`config.mk`:
```
export PLATFORM = sky130hd
export DESIGN_NAME = fp_exc_status
export DESIGN_NICKNAME = d
export VERILOG_FILES = /design/src/rtl/fpx_pkg.sv /design/src/rtl/fpx_trap_select.sv /design/src/rtl/fpx_status_merge.sv /design/src/rtl/fp_exc_status.sv
export SDC_FILE = /design/constraint.sdc
export NUM_CORES = 1
export LEC_CHECK = 0
export BUFFER_PORTS_ARGS = -buffer_cell sky130_fd_sc_hd__buf_2
export CORE_MARGIN = 2
export CORE_UTILIZATION = 32
export CTS_BUF_LIST = sky130_fd_sc_hd__clkbuf_4 sky130_fd_sc_hd__clkbuf_8 sky130_fd_sc_hd__clkbuf_16
export DETAILED_ROUTE_END_ITERATION = 6
export PLACE_DENSITY = 0.69
export SETUP_SLACK_MARGIN = 0.2
export SLEW_MARGIN = 15
export SYNTH_ARGS = -nofsm -noshare
export SYNTH_HDL_FRONTEND = slang
export SYNTH_SLANG_ARGS = --single-unit
```
`constraint.sdc`:
```
create_clock -name clk -period 1.36 [get_ports clk]
set_input_delay 0.272 -clock clk [delete_from_list [all_inputs] [get_ports clk]]
set_output_delay 0.272 -clock clk [all_outputs]
set_load 0.01 [all_outputs]
```
`src/rtl/fpx_pkg.sv`:
```
package fpx_pkg;
    // Default geometry of the status register
    localparam int STATUS_W_DEF = 64;
    localparam int FLAG_W_DEF   = 5;
    localparam int CUR_LSB_DEF  = 0;
    localparam int ACC_LSB_DEF  = 5;
    localparam int FTYPE_BIT_DEF = 14;
    localparam int ENA_LSB_DEF  = 23;

    // Flag positions inside the exception vector; higher index wins a tie
    localparam int FLG_INVALID  = 4;
    localparam int FLG_OVERFLOW = 3;
    localparam int FLG_UNDERFLW = 2;
    localparam int FLG_DIVZERO  = 1;
    localparam int FLG_INEXACT  = 0;
endpackage

```
`src/rtl/fpx_trap_select.sv`:
```
module fpx_trap_select #(
    parameter int FLAG_W = 5
) (
    input  logic [FLAG_W-1:0] flags,
    input  logic [FLAG_W-1:0] enables,
    output logic              trap,
    output logic [FLAG_W-1:0] final_flags
);
    logic [FLAG_W-1:0] masked;
    logic [FLAG_W-1:0] pick;
    logic              seen;

    assign masked = flags & enables;
    assign trap   = |masked;

    // Keep only the most significant surviving bit (fixed priority)
    always_comb begin
        seen = 1'b0;
        pick = '0;
        for (int k = FLAG_W - 1; k >= 0; k--) begin
            pick[k] = masked[k] & ~seen;
            seen    = seen | masked[k];
        end
    end

    assign final_flags = trap ? pick : flags;
endmodule

```
`src/rtl/fpx_status_merge.sv`:
```
module fpx_status_merge #(
    parameter int STATUS_W  = 64,
    parameter int FLAG_W    = 5,
    parameter int CUR_LSB   = 0,
    parameter int ACC_LSB   = 5,
    parameter int FTYPE_BIT = 14
) (
    input  logic [STATUS_W-1:0] cur,
    input  logic [FLAG_W-1:0]   final_flags,
    input  logic                trap,
    output logic [STATUS_W-1:0] nxt
);
    always_comb begin
        nxt = cur;
        nxt[CUR_LSB +: FLAG_W] = final_flags;
        if (trap) begin
            nxt[FTYPE_BIT] = 1'b1;
        end else begin
            nxt[ACC_LSB +: FLAG_W] = cur[ACC_LSB +: FLAG_W] | final_flags;
        end
    end
endmodule

```
`src/rtl/fp_exc_status.sv`:
```
module fp_exc_status #(
    parameter int STATUS_W  = fpx_pkg::STATUS_W_DEF,
    parameter int FLAG_W    = fpx_pkg::FLAG_W_DEF,
    parameter int CUR_LSB   = fpx_pkg::CUR_LSB_DEF,
    parameter int ACC_LSB   = fpx_pkg::ACC_LSB_DEF,
    parameter int FTYPE_BIT = fpx_pkg::FTYPE_BIT_DEF,
    parameter int ENA_LSB   = fpx_pkg::ENA_LSB_DEF
) (
    input  logic                clk,
    input  logic                rst_n,
    input  logic                op_done,
    input  logic [FLAG_W-1:0]   op_flags,
    input  logic                sw_wr,
    input  logic [STATUS_W-1:0] sw_data,
    output logic [STATUS_W-1:0] status,
    output logic                trap_req,
    output logic                pc_advance
);
    typedef struct packed {
        logic [STATUS_W-1:0] reg_val;
        logic                trap;
        logic                adv;
    } state_t;

    state_t st_d, st_q;

    logic                sel_trap;
    logic [FLAG_W-1:0]   sel_flags;
    logic [STATUS_W-1:0] merged;

    fpx_trap_select #(.FLAG_W(FLAG_W)) u_sel (
        .flags       (op_flags),
        .enables     (st_q.reg_val[ENA_LSB +: FLAG_W]),
        .trap        (sel_trap),
        .final_flags (sel_flags)
    );

    fpx_status_merge #(
        .STATUS_W  (STATUS_W),
        .FLAG_W    (FLAG_W),
        .CUR_LSB   (CUR_LSB),
        .ACC_LSB   (ACC_LSB),
        .FTYPE_BIT (FTYPE_BIT)
    ) u_merge (
        .cur         (st_q.reg_val),
        .final_flags (sel_flags),
        .trap        (sel_trap),
        .nxt         (merged)
    );

    always_comb begin
        st_d       = st_q;
        st_d.trap  = 1'b0;
        st_d.adv   = 1'b0;
        if (sw_wr) begin
            st_d.reg_val = sw_data;
        end else if (op_done) begin
            st_d.reg_val = merged;
            st_d.trap    = sel_trap;
            st_d.adv     = ~sel_trap;
        end
    end

    always_ff @(posedge clk or negedge rst_n) begin
        if (!rst_n) begin
            st_q <= '0;
        end else begin
            st_q <= st_d;
        end
    end

    assign status     = st_q.reg_val;
    assign trap_req   = st_q.trap;
    assign pc_advance = st_q.adv;
endmodule

```
; ---- After elaboration in Yosys (flattened, before gate mapping)
; Index checks and enable logic that the tools add are counted.
[word_totals]
ff_bits = 66
word_cells = 32
[classes]
n_eq_ne = 1
muxes = 6
n_bitwise = 14
reduce_logical = 5
[op_table]
columns = op, n
row1 = $mux 64, 1
row2 = $mux 17, 1
row3 = $mux 5, 2
row4 = $and 5x5->5, 1
row5 = $not 1->1, 5
row6 = $or 5x5->5, 1
row7 = $reduce_or 5->1, 1
row8 = $and 1x1->1, 4
row9 = $reduce_and 2->1, 2
row10 = $reduce_bool 2->1, 2
row11 = $or 1x1->1, 3
row12 = $mux 2, 1
row13 = $ne 2x2->1 const B, 1
row14 = $mux 1, 1

; ---- Longest topological paths before layout
[logic_depth]
word_depth = 11
ltp_mapped = 5
ltp_nobuf = 3

; ---- Modules after synthesis
; From an unflattened synthesis, not the netlist that was laid out.
[unflattened]
cells_unflattened = 361
hier_area_um2 = 3644.7
[by_module_without_submodules]
columns = module, n_inst, cells_per_inst, area_per_inst_um2, seq_area_each_um2
row1 = fp_exc_status, 1, 282, 3062.9, 1651.6
row2 = fpx_status_merge, 1, 65, 483.0, 0.0
row3 = fpx_trap_select, 1, 14, 98.8, 0.0

; ---- Worst setup path after synthesis
; OpenSTA, ideal clock, no wires.
[synth_path]
kind = register -> register
start = reg st_q (netlist bit status[24])
end = reg st_q (netlist bit status[5])
setup_ns = 0.126
t_arrival_ns = 1.033
required_ns = 1.234
slack_ns = 0.201
stages_incl_launch_ff = 4
n_path_buf = 0
synth_period_minus_slack_ns = 1.159
cell_sequence = dfrtp_1 a22oi_2 and4_4 a221o_1
[synth_via]
elab_chain_cells = 9
elab_cells_between_ends = 12
classes_between = eq/ne: 1 / mux: 4 / bitwise: 5 / reduce/logical: 2
[synth_rtl]
columns = element, line_no
row1 = start: declaration, fp_exc_status.sv:25  ; state_t st_d, st_q;
row2 = start signal: assignment, fp_exc_status.sv:68  ; st_q <= st_d;
row3 = $and 5x5->5 (*), fpx_trap_select.sv:13  ; assign masked = flags & enables;
row4 = $or 1x1->1, fpx_trap_select.sv:22  ; seen = seen | masked[k];
row5 = $not 1->1, fpx_trap_select.sv:21  ; pick[k] = masked[k] & ~seen;
row6 = $and 1x1->1, fpx_trap_select.sv:21
row7 = $mux 5, fpx_trap_select.sv:26  ; assign final_flags = trap ? pick : flags;
row8 = $or 5x5->5, fpx_status_merge.sv:19  ; nxt[ACC_LSB +: FLAG_W] = cur[ACC_LSB +: FLAG_W] | final_flags;
row9 = $mux 5, fpx_status_merge.sv:16  ; if (trap) begin
row10 = $mux 17, fp_exc_status.sv:57  ; end else if (op_done) begin
row11 = $mux 64, fp_exc_status.sv:55  ; if (sw_wr) begin
; Mark *: on every way between the ends. The rest lies on a longest branch, timed or not. The select of a mux whose other input is x is not followed.
; A chain may end at the register's enable or synchronous reset.

; ---- Final worst setup path
; Same ends and word-level chain as after synthesis.

==> metrics <==
Final nets 410; HP Class in -> reg; crit share post-route 92.0%; Critical Path AT 1.52 ns; Synth Area per Inst 15.2 um^2; post-synthesis cell type count 27; CTS tree done; CP delay by family, top compound AO/OA/AOI/OAI gates; Startpoint Class flip-flop; Core Box Area 0.00813 mm^2; Max Cap Violations 0; grt ovf 0; Die ar. 0.00903 mm^2; Post-DRT Antenna Nets 0; Overall Global Routing Usage 13.5%; crit path to status[5]; hold slack 0.166 ns; Inserted Diodes 0; relative slew slack 75.7%; Slew Viols, Final 0; global-route wire length before repair 9270 um; #FFs+latches synth 66; post-synth top area share 62.3%; # rows 33; post-route cell area 0.00385 mm^2; outcome finished clean; final hold violations 0; max incr delay on CP 0.44 ns; Least-Margin Pin Slew 0.365 ns; Worst R2R Setup Slack 0.11 ns; fillers 769; Routed WL 6050 um; Final min period 1.25 ns; reg-to-reg startpoint status[24]; Yosys warnings 0; Die W 95.0 um; cells along the critical path a22oi_2, and4_4, a221o_1; HPWL after detailed placement 4380 um; CP endpoint kind flip-flop; Worst R2R End status[5]; Synth area leader dfrtp_1; Num CTS Buffers 9; placed inst area 0.00348 mm^2; Register-to-Register Path Depth 3; drc violations 0; 1st-iter DRT viols 39; clk buf depth 2; Post-Syn Nets 248; power density over the cells 1260 mW/mm^2; Die Height 95.0 um; final setup violation count 0; CP bufs+invs 0; Leak 1.89 nW; worst-path fanout max 5; setup tns final 0 ns; main area contributors after synthesis dfrtp_1, mux2_2, buf_6, a221o_1, nand2_1; layout cells sized above 1 69.6%; crit path launch status[24]; Hold Path Depth 2; worst vdd ir 0.590 mV; slowest stage cell on the critical path dfrtp_2; vias in the first global route 2000; Worst Setup Path Type reg -> reg; register area 0.00165 mm^2; pin count of the biggest net entering global routing 67; antenna violations before repair 0; CTS Root Cell clkbuf_8; gp weighted congestion 0.818; Multi-input gate area 937 um^2; number of enable flip-flop cells after synthesis 0; CP required 1.63 ns; Syn Inst Count 175; # IOs 139; via count 2066; Worst-Skew Late Latency 0.33 ns; CTS H-Tree Depth 3; sequential share of the synthesized area 62.3%; dominant synthesized flop cell dfrtp_1; unrepaired setup endpoints after global routing true; synthesized area 0.00265 mm^2; CTS clk-pin slew, worst paths 0.07 ns; ys async rst share 100%; clk_skew 0.00641 ns; TritonCTS Sinks 66; Avg Vias per Cell 4.62; routed len/inst 13.5 um; area grow syn2layout 45.3%; # port buffers 138; first-pass iteration count of the detailed router 4; initial cell density of the core 32.6%; Max Freq 799 MHz; Critical Path Stages 3
[layer usage]
| metal | track usage, % | vias up | routed length, um |
|---|---|---|---|
| met1 | 15.6 | 1012 | 2510 |
| met5 | 0 | - | 0 |
| li1 | - | 961 | - |
| met2 | 22.3 | 83 | 2960 |
| met3 | 5.22 | 10 | 493 |
| met4 | 5.68 | 0 | 92 |
[sequential cells by signal, summed over array words and instances (netlist names)]
name        flops
trap_req        1
pc_advance      1
status         64
[worst reg2reg max path, cell delays in order, from the launching register on]
cell and delay (ns):
dfrtp_2 0.44, a22oi_2 0.31, and4_4 0.30, a221o_1 0.14
[placed cells by master (no fill, tap or decap), types with 3 or more instances in the layout]
master	Yosys	layout
buf_2	0	134
nand2_1	7	6
a21oi_1	3	3
nor2b_1	3	3
buf_6	7	4
buf_12	0	3
a221o_1	3	3
a22oi_1	3	3
mux2_2	53	53
buf_4	1	17
clkbuf_4	0	3
dfrtp_1	66	65
clkbuf_8	0	11
[cell families (layout without fill, tap and decap cells)]
group / after synthesis / count (layout) / share of synthesized area [%]
mux: 55 / 55 / 23.3
flops: 66 / 66 / 62.3
simple gates: 21 / 21 / 4.44
buf+inv: 10 / 177 / 3.54
compound gates: 23 / 23 / 6.47
[per-stage QoR]
| stage | std cells | util [%] | total power (W) | setup slack [ns] |
|---|---|---|---|---|
| final | 447 | 47.3 | 0.00487 | 0.109 |
| after global placement | 418 | 42.8 | 0.00309 | 0.106 |
| after detailed placement | 418 | 42.8 | 0.00311 | 0.0888 |
| after global routing | 447 | 47.3 | 0.00513 | 0.0342 |
| after CTS | 439 | 45.9 | 0.00488 | 0.125 |
| after floorplan | 175 | - | 0.00270 | 0.201 |
[synth_stat cells (3+ instances only)]
library cell / instances
a22oi_1: 3
o31ai_1: 3
a221o_1: 3
a21oi_1: 3
nand2_1: 7
dfrtp_1: 66
buf_6: 7
o21ai_0: 4
nor2_1: 3
mux2_2: 53
nor2b_1: 3
[worst min path at each step]
| stage | startpoint | to | slack [ns] |
|---|---|---|---|
| 4_1_cts | sw_data[61] | status[61] | 0.15 |
| 6_report | sw_data[63] | status[63] | 0.17 |
| 5_1_grt | sw_data[63] | status[63] | 0.14 |
| 2_1_floorplan | rst_n | pc_advance | -0.02 |
| 3_3_place_gp | rst_n | status[51] | 0.32 |
| 3_5_place_dp | rst_n | status[51] | 0.32 |
[report_power, final]
| part | total, W | internal (W) | switching [W] |
|---|---|---|---|
| combinational | 0.000888 | 0.000484 | 0.000404 |
| clock | 0.00171 | 0.00101 | 0.000705 |
| sequential | 0.00227 | 0.00216 | 0.000108 |
| total | 0.00487 | 0.00365 | 0.00122 |
[cell type report]
cell class | instances | share of cell area (%)
clock buffers | 14 | 4.52
inverters | 2 | 0.195
repair buffers | 159 | 23.7
clock inverters | 2 | 0.910
flip-flops and latches | 66 | 42.9
well taps | 105 | 3.41
multi-input cells | 99 | 24.3
[repair_timing]
item	CTS	global route
setup endpoints to repair	14	61
endpoints found under the hold margin	66	0
setup buffers	4	8
gates resized for setup	0	15
hold buffers	1	0
pin swaps	1	9
No activity file was read; power rests on OpenSTA's default activity.
